**src/rtl/uirq_pkg.sv**
```systemverilog
package uirq_pkg;
  localparam int NSRC = 4;

  localparam int SRC_RX  = 0;
  localparam int SRC_ERR = 1;
  localparam int SRC_TX  = 2;
  localparam int SRC_MDM = 3;

  typedef enum logic [1:0] {
    SEL_PEND = 2'b00,
    SEL_SRC  = 2'b01,
    SEL_MASK = 2'b10,
    SEL_NONE = 2'b11
  } wr_sel_e;

  localparam logic [1:0] RX_MODE_DMA = 2'b10;
endpackage

```
**src/rtl/uirq_src_detect.sv**
```systemverilog
module uirq_src_detect
  import uirq_pkg::*;
#(
  parameter int CW = 5
) (
  input  logic            fifo_en,
  input  logic            rx_tmo_en,
  input  logic [CW-1:0]   rx_count,
  input  logic [CW-1:0]   rx_thresh,
  input  logic [CW-1:0]   tx_count,
  input  logic [CW-1:0]   tx_thresh,
  input  logic            rx_ready,
  input  logic            rx_tmo_evt,
  input  logic            rx_err_evt,
  input  logic            modem_evt,
  output logic [NSRC-1:0] set_vec
);
  // Transmit trigger: fill level at or under the threshold.
  function automatic logic tx_level_hit(input logic [CW-1:0] cnt,
                                        input logic [CW-1:0] thr);
    return cnt <= thr;
  endfunction

  // Receive trigger: threshold reached, or any data with the timeout off.
  function automatic logic rx_level_hit(input logic [CW-1:0] cnt,
                                        input logic [CW-1:0] thr,
                                        input logic          tmo_on);
    logic reached, any_data;
    reached  = cnt >= thr;
    any_data = (cnt != '0) && !tmo_on;
    return reached || any_data;
  endfunction

  logic rx_cause, tx_cause;

  always_comb begin
    if (fifo_en) begin
      rx_cause = rx_level_hit(rx_count, rx_thresh, rx_tmo_en);
      tx_cause = tx_level_hit(tx_count, tx_thresh);
    end else begin
      rx_cause = rx_ready;
      tx_cause = 1'b0;
    end
  end

  always_comb begin
    set_vec          = '0;
    set_vec[SRC_RX]  = rx_cause || rx_tmo_evt;
    set_vec[SRC_ERR] = rx_err_evt;
    set_vec[SRC_TX]  = tx_cause;
    set_vec[SRC_MDM] = modem_evt;
  end
endmodule

```
**src/rtl/uirq_src_reg.sv**
```systemverilog
module uirq_src_reg
  import uirq_pkg::*;
(
  input  logic            clk,
  input  logic            rst_n,
  input  logic [NSRC-1:0] set_vec,
  input  logic [NSRC-1:0] clr_vec,
  output logic [NSRC-1:0] src_q
);
  for (genvar i = 0; i < NSRC; i++) begin : g_bit
    always_ff @(posedge clk) begin
      if (!rst_n)          src_q[i] <= 1'b0;
      else if (set_vec[i]) src_q[i] <= 1'b1;
      else if (clr_vec[i]) src_q[i] <= 1'b0;
    end
  end

  // a set at an edge always leaves the bit high
  a_r11_set_wins: assert property (@(posedge clk) disable iff (!rst_n)
    (set_vec != '0) |=> ((src_q & $past(set_vec)) == $past(set_vec)));

  // with no clear, no bit ever falls
  a_r7_sticky: assert property (@(posedge clk) disable iff (!rst_n)
    (clr_vec == '0) |=> ((src_q & $past(src_q)) == $past(src_q)));

  // cleared bits without a competing set go low
  a_r8_clear: assert property (@(posedge clk) disable iff (!rst_n)
    (clr_vec != '0) |=> ((src_q & $past(clr_vec & ~set_vec)) == '0));
endmodule

```
**src/rtl/uirq_mask_reg.sv**
```systemverilog
module uirq_mask_reg
  import uirq_pkg::*;
(
  input  logic            clk,
  input  logic            rst_n,
  input  logic            load,
  input  logic [NSRC-1:0] din,
  output logic [NSRC-1:0] mask_q
);
  always_ff @(posedge clk) begin
    if (!rst_n)    mask_q <= '0;
    else if (load) mask_q <= din;
  end

  // a load takes the written value
  a_r10_mask_load: assert property (@(posedge clk) disable iff (!rst_n)
    load |=> (mask_q == $past(din)));

  // without a load the mask holds
  a_r14_mask_hold: assert property (@(posedge clk) disable iff (!rst_n)
    !load |=> $stable(mask_q));
endmodule

```
**src/rtl/uirq_dma_busy.sv**
```systemverilog
module uirq_dma_busy
  import uirq_pkg::*;
#(
  parameter int CW = 5
) (
  input  logic [1:0]    rx_mode,
  input  logic [CW-1:0] rx_count,
  output logic          busy
);
  function automatic logic busy_fn(input logic [1:0] mode,
                                   input logic [CW-1:0] cnt);
    return (mode == RX_MODE_DMA) && (cnt == '0);
  endfunction

  always_comb busy = busy_fn(rx_mode, rx_count);
endmodule

```
**src/rtl/uart_irq_combiner.sv**
```systemverilog
module uart_irq_combiner
  import uirq_pkg::*;
#(
  parameter int DEPTH = 16,
  localparam int CW = $clog2(DEPTH + 1)
) (
  input  logic            clk,
  input  logic            rst_n,
  input  logic            fifo_en,
  input  logic            rx_tmo_en,
  input  logic [1:0]      rx_mode,
  input  logic [CW-1:0]   rx_count,
  input  logic [CW-1:0]   rx_thresh,
  input  logic [CW-1:0]   tx_count,
  input  logic [CW-1:0]   tx_thresh,
  input  logic            rx_ready,
  input  logic            rx_tmo_evt,
  input  logic            rx_err_evt,
  input  logic            modem_evt,
  input  logic            wr_en,
  input  logic [1:0]      wr_sel,
  input  logic [NSRC-1:0] wr_data,
  output logic [NSRC-1:0] src_pend,
  output logic [NSRC-1:0] pend,
  output logic            irq,
  output logic            dma_busy
);
  // Named internal events for the assertions
  logic [NSRC-1:0] set_vec;
  logic [NSRC-1:0] clr_vec;
  logic [NSRC-1:0] mask_q;
  logic            clr_hit;
  logic            mask_wr;

  always_comb begin
    clr_hit = wr_en && ((wr_sel == SEL_PEND) || (wr_sel == SEL_SRC));
    mask_wr = wr_en && (wr_sel == SEL_MASK);
    clr_vec = clr_hit ? wr_data : '0;
  end

  uirq_src_detect #(.CW(CW)) u_detect (
    .fifo_en    (fifo_en),
    .rx_tmo_en  (rx_tmo_en),
    .rx_count   (rx_count),
    .rx_thresh  (rx_thresh),
    .tx_count   (tx_count),
    .tx_thresh  (tx_thresh),
    .rx_ready   (rx_ready),
    .rx_tmo_evt (rx_tmo_evt),
    .rx_err_evt (rx_err_evt),
    .modem_evt  (modem_evt),
    .set_vec    (set_vec)
  );

  uirq_src_reg u_src (
    .clk     (clk),
    .rst_n   (rst_n),
    .set_vec (set_vec),
    .clr_vec (clr_vec),
    .src_q   (src_pend)
  );

  uirq_mask_reg u_mask (
    .clk    (clk),
    .rst_n  (rst_n),
    .load   (mask_wr),
    .din    (wr_data),
    .mask_q (mask_q)
  );

  uirq_dma_busy #(.CW(CW)) u_dma (
    .rx_mode  (rx_mode),
    .rx_count (rx_count),
    .busy     (dma_busy)
  );

  always_comb begin
    pend = src_pend & ~mask_q;
    irq  = |pend;
  end

  // transmit level in FIFO mode raises the transmit source
  a_r2_tx_level: assert property (@(posedge clk) disable iff (!rst_n)
    (fifo_en && (tx_count <= tx_thresh)) |=> src_pend[SRC_TX]);

  // data-ready in non-FIFO mode raises the receive source
  a_r5_nonfifo_rx: assert property (@(posedge clk) disable iff (!rst_n)
    (!fifo_en && rx_ready) |=> src_pend[SRC_RX]);

  // error pulse raises the error source
  a_r6_err_evt: assert property (@(posedge clk) disable iff (!rst_n)
    rx_err_evt |=> src_pend[SRC_ERR]);

  // busy only with an empty receive FIFO
  a_r12_dma_empty: assert property (@(posedge clk) disable iff (!rst_n)
    dma_busy |-> (rx_count == '0));

  // a masked source never reaches the line
  a_r1_masked_quiet: assert property (@(posedge clk) disable iff (!rst_n)
    ((src_pend & ~mask_q) == '0) |-> !irq);
endmodule

```
**config.mk**
```make
export PLATFORM = sky130hd
export DESIGN_NAME = uart_irq_combiner
export DESIGN_NICKNAME = d
export VERILOG_FILES = /design/src/rtl/uirq_pkg.sv /design/src/rtl/uirq_src_detect.sv /design/src/rtl/uirq_src_reg.sv /design/src/rtl/uirq_mask_reg.sv /design/src/rtl/uirq_dma_busy.sv /design/src/rtl/uart_irq_combiner.sv
export SDC_FILE = /design/constraint.sdc
export NUM_CORES = 1
export LEC_CHECK = 0
export BUFFER_PORTS_ARGS = -buffer_cell sky130_fd_sc_hd__buf_2
export CAP_MARGIN = 20
export CORE_MARGIN = 2
export CORE_UTILIZATION = 35
export CTS_CLUSTER_DIAMETER = 50
export DETAILED_ROUTE_END_ITERATION = 8
export MAX_ROUTING_LAYER = met4
export PLACE_DENSITY = 0.84
export RECOVER_POWER = 25
export SLEW_MARGIN = 5
export SYNTH_ARGS = -nofsm -noshare
export SYNTH_HDL_FRONTEND = slang
export SYNTH_SLANG_ARGS = --single-unit
```
**constraint.sdc**
```tcl
create_clock -name clk -period 1.25 [get_ports clk]
set_input_delay 0.25 -clock clk [delete_from_list [all_inputs] [get_ports clk]]
set_output_delay 0.25 -clock clk [all_outputs]
set_load 0.05 [all_outputs]
```
# Yosys cells after proc, flatten, opt, wreduce, memory -nomap -nowiden
# Index checks and enable logic that the tools add are counted.
[word_totals] regBits=8 latchBits=0 mem_bits_rw=0 romBits=0 memories=0
[op_classes] add_sub_neg=0 n_mul=0 div=0 magnitude_cmp=2 n_eq_ne=3 shifts=0 n_mux=11 bitwise=2 n_reduce_logical=16
[op_table] cell="1-bit two-way mux" n=10
[op_table] cell="2-bit nonzero test" n=4
[op_table] cell="5-bit >= comparator" n=1
[op_table] cell="5-bit less-or-equal comparator" n=1
[op_table] cell="5-bit zero test" n=1
[op_table] cell="5-bit nonzero test" n=1
[op_table] cell="4-bit bitwise AND" n=1
[op_table] cell="2-bit equality test (second input constant)" n=2
[op_table] cell="1-bit logical AND" n=4
[op_table] cell="4-bit two-way mux" n=1
[op_table] cell="4-bit NOT" n=1
[op_table] cell="4-bit OR reduction" n=1
[op_table] cell="1-bit logical OR" n=3
[op_table] cell="2-bit by 1-bit equality test with 1-bit output (second input constant)" n=1
[op_table] cell="2-bit zero test" n=1
[op_table] cell="1-bit zero test" n=1

# Longest topological paths before layout
# Gate-level depths: netlist of run 1.
[depth] depth_word=6 depth_mapped=6 mapped_depth_nobuf=6

# Hierarchy
# From an unflattened synthesis of run 1, not the netlist that was laid out.
[hier_totals] cells_unflattened=81 hier_area_um2=726.9
[modules_own_cells] mod="uirq_src_detect" instances=1 cells_per_inst=42 area_each_um2=297.8
[modules_own_cells] mod="uirq_src_reg" instances=1 cells_per_inst=12 area_each_um2=165.2
[modules_own_cells] mod="uirq_mask_reg" instances=1 cells_per_inst=13 area_each_um2=156.4
[modules_own_cells] mod="uart_irq_combiner" instances=1 cells_per_inst=11 area_each_um2=91.3
[modules_own_cells] mod="uirq_dma_busy" instances=1 cells_per_inst=3 area_each_um2=16.3

# Worst setup path after synthesis of run 1
# OpenSTA, ideal clock, no wires.
[synth_timing] kind="reg2out" start="register u_src.src_q[0]" end="output irq" t_arrival_ns=1.993 slack_ns=-0.993 stages_incl_launch_ff=3 path_buffers=0 path_cell_list="dfxtp_1 > nor2b_1 > or4_1"
[synth_between] elab_chain_len=2
[synth_rtl] element="from (decl)" line_no="uirq_src_reg.sv:8" text="output logic [NSRC-1:0] src_q"
[synth_rtl] element="from (signal, indexed assignment)" line_no="uirq_src_reg.sv:12" text="if (!rst_n) src_q[i] <= 1'b0;"
[synth_rtl] element="from (signal, indexed assignment)" line_no="uirq_src_reg.sv:13" text="else if (set_vec[i]) src_q[i] <= 1'b1;"
[synth_rtl] element="from (signal, indexed assignment)" line_no="uirq_src_reg.sv:14" text="else if (clr_vec[i]) src_q[i] <= 1'b0;"
[synth_rtl] element="4-bit bitwise AND" line_no="uart_irq_combiner.sv:78" text="pend = src_pend & ~mask_q;"
[synth_rtl] element="via pend[0]" line_no="uart_irq_combiner.sv:24" text="output logic [NSRC-1:0] pend,"
[synth_rtl] element="4-bit OR reduction" line_no="uart_irq_combiner.sv:79" text="irq = |pend;"
[synth_rtl] element="to (decl)" line_no="uart_irq_combiner.sv:25" text="output logic irq,"
# The timed path passes the listed nets, and every way through them passes these cells.

# Worst setup path after layout of run 1
[layout_timing] start="register u_src.src_q[1]" end="output irq"
[layout_between] elab_chain_len=2
[layout_rtl] element="4-bit bitwise AND" line_no="uart_irq_combiner.sv:78"
[layout_rtl] element="4-bit OR reduction" line_no="uart_irq_combiner.sv:79"
# Every way passes these cells.

==> flow_results.org, run 1 <==
** Status
- The run finished, with violations left.
- Violations in the final reports :: negative setup slack

** Global routing
- Number of antenna violations at the first check in global routing :: 0
- Met1 track demand over resource in global routing :: 0.184
- The total overflow left after global routing is 0.
- Across every metal layer, demand over resource in global routing totals 0.188.
- The first global-routing pass estimated between 2000 and 3000 um of wire.
- In this run the most used layer during global routing was met2.
- Maximum number of pins on one net before global-route repair :: 8
- Via count of the first global-routing pass :: 735
- Grt met3 use :: 0.0275
- In the global route stage, met2 resource usage came out at 0.344.

** Critical path
- The worst register-to-register path has a depth of 5.
- STA classifies the critical path startpoint as a flop.
- STA classifies the critical path endpoint as a primary output.
- Type of the setup path with the least slack :: reg2out
- Arrival time reported for the critical path endpoint :: 1410 ps
- Maximum net fanout on the critical path :: 2
- Crit path required time :: 1000 ps

** Layout
- Fraction of final layout cells sized beyond drive strength 1 :: 0.519
- Final net count :: approximately 180
- Commonest non-fill, non-tap cell in the layout :: sky130_fd_sc_hd__buf_2
- The filler cells instantiated in the layout total between 150 and 200.
- The number of antenna diodes in the final layout is 0.
- Leaving out filler cells and counting taps, the final layout contains ~150.
- Relative area change from synthesis to final layout :: 69.4%
- The library cells used most frequently in the layout, excluding fill and tap cells, are sky130_fd_sc_hd__buf_2 (39), sky130_fd_sc_hd__inv_1 (13), sky130_fd_sc_hd__buf_4 (11).

** Placement
- Placed wire-length estimate :: between 1000 and 1500 um
- Number of I/O port buffers :: 46
- Final weighted congestion in routability-driven placement :: roughly 0.79
- After detailed placement, the design holds a cell count of 145.

** Die
- Initial Util :: 0.367
- Row generation in the floorplan step produced 15 rows.
- The core region is between 1500 and 2000 um2.
- Count of pins on the block boundary :: between 40 and 50
- The floorplan step set the die width to about 46 um.
- The floorplan step set the die height to 46.1 um.
- The floorplan step defined a die boundary enclosing around 2100 um2.

** Timing
- In the post-route analysis, the smallest setup slack over all paths is -408 ps.
- Subtracting the final worst setup slack from the clock period gives roughly 1700 ps.
- Of the available clock period, the critical path in the final layout requires 1.33.
- Based on the critical path, the design can be clocked at up to between 600 and 700 MHz.
- Final setup skew :: 0 ps
- Actual transition at the worst max-transition pin :: 307 ps
- Final hold vios :: 0
- Number of slew-limit violations in the final report :: 0
- Setup violations remaining at the end of the flow were counted as 2.
- RSZ-0062 raised after global routing :: true
- Max-slew headroom :: 0.795

** Pwr
- Total power consumption of the routed design :: ~900 uW
- Power spread over the standard cell area amounts to approximately 850 nW/um2.
- The analysis attributes to cell leakage a power of between 0.6 and 0.7 nW.
- Peak supply drop :: 0.652 mV

** Logic synthesis
- Share of the yosys chip area belonging to registers :: 0.258
- Cell count after synthesis :: 76
- Nets in the synthesized netlist :: ~120
- Synth Cell Area :: a little over 600 um2
- Syn_area_per_cell :: 8.17 um2
- Yosys Warn Count :: 0
- Register bit count reported by yosys :: 8
- Synthesis instantiated 24 different standard cells from the library.

** Detailed routing
- The first routing iteration left 13 violations.
- Using the TritonRoute via totals, the vias-per-cell ratio works out to around 5.1.
- Summing over every cut layer, the via total after detailed routing is 772.
- In the routed design, unresolved DRC markers number 0.
- Routed Antenna Nets :: 0
- Detailed Route WL :: around 1900 um
- In the final routed layout, each cell accounts on average for between 10 and 15 um.
- Count of TritonRoute iterations in the first routing pass :: 4

** Clock tree
- The root buffer cell chosen for the clock tree is sky130_fd_sc_hd__clkbuf_4.
- Number of buffers added to fix hold violations after cts :: 0
- Clock slew at reported path FFs :: roughly 50 ps
- Clock tree synthesis inserted a total of 3 buffers.
- CTS built an H-tree with a depth of 1.
- Clock tree synthesis found a total of 8 sinks.
- Clock tree buffer depth :: 2
- The clock reaches the later pin of the worst-skew pair after 270 ps.
- TritonCTS built the clock tree.

** Job
- Number of violations of the max-capacitance limit :: 0

** Worst hold path
- The worst hold path passes through 3 cells.
- Path type of the worst min-delay path :: in2reg
[registers in the layout, indices dropped and copies added (netlist names)]
register and cells:
u_mask.mask_q 4, u_src.src_q 4
[synth_stat cells (all sizes together)]
cell	n	area, um2
nor2	9	33.8
mux2i	4	40.0
a2111oi	1	15.0
nand3b	1	7.51
dfxtp	8	160
o211a	1	10.0
nand2	3	11.3
ha	10	125
a211oi	2	15.0
and4b	1	10.0
nor3	1	5.00
or4	1	7.51
a21oi	4	20.0
and2	1	6.26
o22ai	1	6.26
a21o	2	15.0
o211ai	1	7.51
o21ai	4	20.0
inv	14	52.6
nand4	1	6.26
nor3b	1	7.51
a31oi	1	6.26
nor2b	4	32.5
[through the flow]
| step | hold slack [ps] | cell area [um2] | setup slack (ps) | util | setup TNS [ps] |
|---|---|---|---|---|---|
| 2_1_floorplan | 367 | 664 | -219 | - | -219 |
| 3_3_place_gp | 456 | 961 | -158 | 0.569 | -280 |
| 3_5_place_dp | 473 | 961 | -164 | 0.569 | -372 |
| 4_1_cts | 204 | 1010 | -418 | 0.599 | -435 |
| 5_1_grt | 207 | 1050 | -430 | 0.622 | -451 |
| 6_report | 205 | 1050 | -408 | 0.622 | -415 |
[cells by family after synthesis]
group                      count (synthesis)  synth area share
AOI/OAI and AO/OA                         17             0.185
adders and majority gates                 10             0.202
buffers and inverters                     14            0.0847
DFF                                        8             0.258
muxes                                      4            0.0645
and+or+nand+nor                           23             0.206
[report_power, final]
part | switching [mW] | total (mW) | internal, mW | leakage [nW]
Sequential | 0.0123 | 0.284 | 0.271 | 0.0674
Combinational | 0.207 | 0.377 | 0.170 | 0.531
Clock | 0.109 | 0.232 | 0.123 | 0.0150
[timing repair]
item	in CTS	in global routing
buffers inserted	0	3
gates resized for setup	8	10
pin swaps	1	4
endpoints found under the setup margin	5	5
[routing by layer]
layer	share of wire	up-vias	routed length (um)
li1	-	382	-
met1	0.38	358	726
met2	0.56	29	1080
met3	0.045	3	86
met4	0.014	0	26
met5	0	-	0
[area by class of cell]
cell class | instances | area [um2] | share of cell area
Timing Repair Buffer | 55 | 330 | 0.314
Sequential cell | 8 | 170 | 0.162
Inverter | 14 | 55.1 | 0.0524
Clock buffer | 4 | 26.3 | 0.0250
Tap cell | 17 | 21.3 | 0.0202
Multi-Input combinational cell | 54 | 448 | 0.426
[path summary, 6_finish.rpt]
| check | slack, ps | from | end |
|---|---|---|---|
| max reg2reg | 250 | u_src.src_q[2]$_SDFFE_PN0P_ | u_src.src_q[2]$_SDFFE_PN0P_ |
| max | -410 | u_src.src_q[1]$_SDFFE_PN0P_ | irq |
| min | 200 | modem_evt | u_src.src_q[3]$_SDFFE_PN0P_ |
| min reg2reg | 570 | u_mask.mask_q[3]$_SDFFE_PN0P_ | u_mask.mask_q[3]$_SDFFE_PN0P_ |
[critical path, stage by stage, from the launching register on]
cell,delay (ps)
sky130_fd_sc_hd__dfxtp_2,320
sky130_fd_sc_hd__nor2b_4,120
sky130_fd_sc_hd__or4_4,530
sky130_fd_sc_hd__buf_8,170
(Power assumes the default switching activity.)
==> run 2, diff against run 1 <==
--- a/config.mk
+++ b/config.mk
@@ -8,7 +8,7 @@
 export BUFFER_PORTS_ARGS = -buffer_cell sky130_fd_sc_hd__buf_2
 export CAP_MARGIN = 20
 export CORE_MARGIN = 2
-export CORE_UTILIZATION = 35
+export CORE_UTILIZATION = 37
 export CTS_CLUSTER_DIAMETER = 50
 export DETAILED_ROUTE_END_ITERATION = 8
 export MAX_ROUTING_LAYER = met4
@@ -17,4 +17,5 @@
 export SLEW_MARGIN = 5
 export SYNTH_ARGS = -nofsm -noshare
 export SYNTH_HDL_FRONTEND = slang
+export SYNTH_HIERARCHICAL = 1
 export SYNTH_SLANG_ARGS = --single-unit
==> flow_results.org, run 2 <==
** Die
- Y dimension of the die :: 48.3 um (+4.8%)
- Overall die area :: 2340 um2 (+9.8%)
- Count of pins on the block boundary :: 47 (unchanged)
- Placement Rows :: 16 (+1)
- The x dimension of the die came to 48.3 um (+4.8%).
- Initial Util :: 0.382 (+0.0148)
- Core region area :: 1900 um2 (+13%)

** Clock tree
- Cell at the root of the clock tree :: sky130_fd_sc_hd__clkbuf_4
- Clock tree buffer depth :: 2 (unchanged)
- The number of hold-repair buffers added at the cts stage was 0 (unchanged).
- The clock slew seen by the registers of the worst setup and hold paths was 60 ps (about the same).
- Number of clock buffers inserted by TritonCTS :: 3 (unchanged)
- # H-tree levels :: 1 (unchanged)
- The number of sinks handled by clock tree synthesis was 8 (unchanged).
- TritonCTS built the clock tree.
- The clock latency at the later pin of the worst-skew pair came to 260 ps (about the same).

** Critical path
- The logic depth of the worst register-to-register path is 3 (-2).
- Kind of launch point of the worst setup path :: flop
- In this design, the largest share of critical-path delay is due to simple AND/OR/NAND/NOR gates.
- Maximum net fanout on the critical path :: 3 (+1)
- The critical path depth was 3 (unchanged).
- The data required time of the worst path is 1000 ps (about the same).
- Critical path cell sequence :: nor2b_4 -> or4_4 -> buf_8
- The largest stage delay on the critical path was 510 ps (-20 ps).
- The endpoint arrival time on the critical path came to 1410 ps (about the same).
- The critical path is of the reg2out type.
- Crit. End Element :: primary output
- Buf/Inv on CP :: 1 (unchanged)
- Cell type of the slowest stage on the worst timing path :: sky130_fd_sc_hd__or4_4

** Layout
- The final instance count without filler cells was 164 (+7.9%).
- Largest regs :: u_mask/mask_q x4, u_src/src_q x4
- The antenna diode count was 0 (unchanged).
- The utilization after layout is 0.669 (+0.0469).
- The area growth from synthesis to layout is 75.0%.
- The final design instance area without fill was 1270 um2 (+21%).
- The top cell types in the final layout, fill and taps aside, are sky130_fd_sc_hd__buf_2 (37), sky130_fd_sc_hd__nor2b_4 (8), sky130_fd_sc_hd__inv_1 (8).
- The fraction of final layout cells sized beyond drive strength 1 was 0.620 (+0.102).
- The count of nets after finishing is 185 (+1.1%).
- Commonest non-fill, non-tap cell in the layout :: sky130_fd_sc_hd__buf_2

** Pwr
- The worst-case vdd ir drop was 0.289 mV (-56%).
- The design internal power was 610 uW (+8.1%).
- The clock network fraction of total power came to 0.230 (-0.030).
- The share of total power consumed by net switching is 0.348 (-0.0204).
- Combinational cell fraction of total power :: 0.469 (+0.047)
- Leakage power summed over all cells :: 0.618 nW (+0.75%)
- The proportion of power drawn by flip-flops and latches came to 0.300 (-0.018).
- Total power per unit cell area :: 735 nW/um2 (-14%)
- The overall power after layout is 935 uW (+4.7%).
- Switching Power :: 325 uW (-1.1%)

** Timing
- Min cycle time layout :: 1660 ps (-0.228 ps)
- The post-layout worst setup margin is -408 ps (+0.228 ps).
- The clock skew is 0 ps (unchanged).
- Setup Viol. Count Final :: 3 (+1)
- Max Freq :: 603 MHz (about the same)
- Total negative slack :: -585 ps (-170 ps)
- Actual transition at the worst max-transition pin :: 247 ps (-59.2 ps)
- The max-slew violation count came to 0 (unchanged).
- The number of hold violations in the final report came to 0 (unchanged).
- The ratio of final minimum period to clock period came to 1.33 (about the same).
- Max-slew headroom :: 0.835 (+0.0401)
- RSZ-0062 raised after global routing :: true

** Status
- The final reports fail on negative setup slack.
- The flow ran to the end, but the final reports show violations.

** Detailed routing
- The routed via count was 770 (-0.26%).
- The wire length per cell after detailed routing is 12.2 um (-3.1%).
- Routed Antenna Nets :: 0 (unchanged)
- Remaining design rule violation count :: 0 (unchanged)
- The average via count per standard cell was 4.70 (-7.6%).
- Drt initial violations :: 4 (-9)
- The count of TritonRoute iterations in the first routing pass was 4 (unchanged).
- The total wire length after detailed routing came to 2010 um (+4.6%).

** Logic synthesis
- The portion of synthesized cell area occupied by the leading cell type was 0.220 (-0.0378).
- The post-synthesis instance area was 727 um2 (+17%).
- Commonest cells post-synth :: sky130_fd_sc_hd__inv_1 (11), sky130_fd_sc_hd__ha_1 (10), sky130_fd_sc_hd__dfxtp_1 (8), sky130_fd_sc_hd__nor2b_1 (7), sky130_fd_sc_hd__nor2b_4 (6)
- By area the synthesized netlist is led by sky130_fd_sc_hd__dfxtp_1 (22%), sky130_fd_sc_hd__ha_1 (17%), sky130_fd_sc_hd__nor2b_4 (11%).
- Syn_area_per_cell :: 8.97 um2 (+9.9%)
- sky130_fd_sc_hd__inv_1 is the most common cell in the netlist.
- The number of enable flip-flop cells after synthesis was 0 (unchanged).
- The count of unique library cells instantiated by Yosys was 27 (+13%).
- Post-synth top flop :: sky130_fd_sc_hd__dfxtp_1
- sky130_fd_sc_hd__dfxtp_1 takes more of the synthesized area than any other cell.
- Nets in the synthesized netlist :: 128 (+4.1%)
- Yosys Warn Count :: 6 (+6)
- Cell count after synthesis :: 81 (+6.6%)
- The proportion of register bits with asynchronous set or reset after synthesis was 0 (unchanged).
- Share of the yosys chip area belonging to registers :: 0.220 (-0.0378)
- The synthesis-stage register bit count came to 8 (unchanged).

** Global routing
- Grt peak-use layer :: met2
- The initial antenna violation count was 0 (unchanged).
- The global route total overflow was 0 (unchanged).
- The fraction of met2 tracks used by global routing was 0.366 (+0.0213).
- Grt met3 use :: 0.0494 (+0.0219)
- The wire length of the first global-routing pass was 3360 um (+21%).
- Maximum number of pins on one net before global-route repair :: 9 (+1)
- Global-route usage over all layers :: 0.190 (+0.00264)
- The met1 demand-to-capacity share in global routing came to 0.162 (-0.0224).
- Via count of the first global-routing pass :: 860 (+17%)

** Placement
- The placed wire-length estimate after detailed placement is 1670 um (+11%).
- Placed cell area :: 1120 um2 (+17%)
- Number of cells after detailed placement :: 159 (+9.7%)
- Final weighted congestion in routability-driven placement :: 0.855 (+8.2%)
- Number of I/O port buffers :: 46 (unchanged)

** Worst hold path
- The cell count of the worst hold path came to 2 (-1).
- The path class of the tightest hold or removal check is in2reg.

** Job
- Number of violations of the max-capacitance limit :: 0 (unchanged)
[run 2: cell types whose count changed in the layout (fill, tap and decap cells not counted), sizes merged, moves of 3 or more]
cell / previous run / this run
o21a: 0 / 4
inv: 14 / 11
nor2: 9 / 3
nor2b: 4 / 13
and2: 1 / 4
[run 2: stage by stage]
step	setup slack (ps)	hold WS (ps)
after floorplan	-234	367
after global routing	-457	183
after CTS	-420	183
after detailed placement	-449	463
after global placement	-406	459
final	-408	194
[run 2: worst paths after layout]
kind                                 startpoint                             to  slack, ps
setup reg to reg    u_src/src_q[0]$_SDFFE_PN0P_    u_src/src_q[0]$_SDFFE_PN0P_        400
hold / removal                       rx_err_evt    u_src/src_q[1]$_SDFFE_PN0P_        190
hold reg to reg   u_mask/mask_q[3]$_SDFFE_PN0P_  u_mask/mask_q[3]$_SDFFE_PN0P_        560
setup / recovery    u_src/src_q[1]$_SDFFE_PN0P_                            irq       -410
[run 2: routing by layer]
metal / routed length (um) / part of all wire / vias to the layer above
li1: - / - / 386
met1: 699 / 0.35 / 348
met2: 1160 / 0.58 / 32
met3: 126 / 0.063 / 4
met4: 21 / 0.010 / 0
met5: 0 / 0 / -
[run 2: cells by family after synthesis]
logic type	share of synthesized area
simple gates	0.318
compound gates	0.131
flops	0.220
buf+inv	0.103
mux	0.0551
fa+ha+maj	0.172
[run 2: worst register-to-register path: cells and delay by family, from the launching register on]
kind | cells | cell delay (ps)
DFF | 1 | 340
buffers and inverters | 1 | 130
AOI/OAI and AO/OA | 1 | 170
and+or+nand+nor | 1 | 110
[run 2: layout make-up]
| type | instances | area (um2) |
|---|---|---|
| inverters | 11 | 53.8 |
| well taps | 27 | 33.8 |
| fillers | 165 | 629 |
| flip-flops and latches | 8 | 170 |
| multi-input cells | 58 | 601 |
| clock buffers | 4 | 26.3 |
| repair buffers | 56 | 388 |
[run 2: what timing repair did]
item                                    in CTS  in global routing
pin swaps                                    4                  2
gates resized for setup                     21                 10
endpoints found under the setup margin       5                  6
setup buffers                                0                  1
[run 2: power groups by stage]
| stage | Combinational (mW) | Sequential (mW) | Clock (mW) |
|---|---|---|---|
| floorplan | 0.212 | 0.324 | 0 |
| global placement | 0.373 | 0.285 | 0 |
| detailed placement | 0.387 | 0.287 | 0 |
| CTS | 0.423 | 0.281 | 0.231 |
| global route | 0.473 | 0.283 | 0.254 |
| finish | 0.439 | 0.281 | 0.215 |
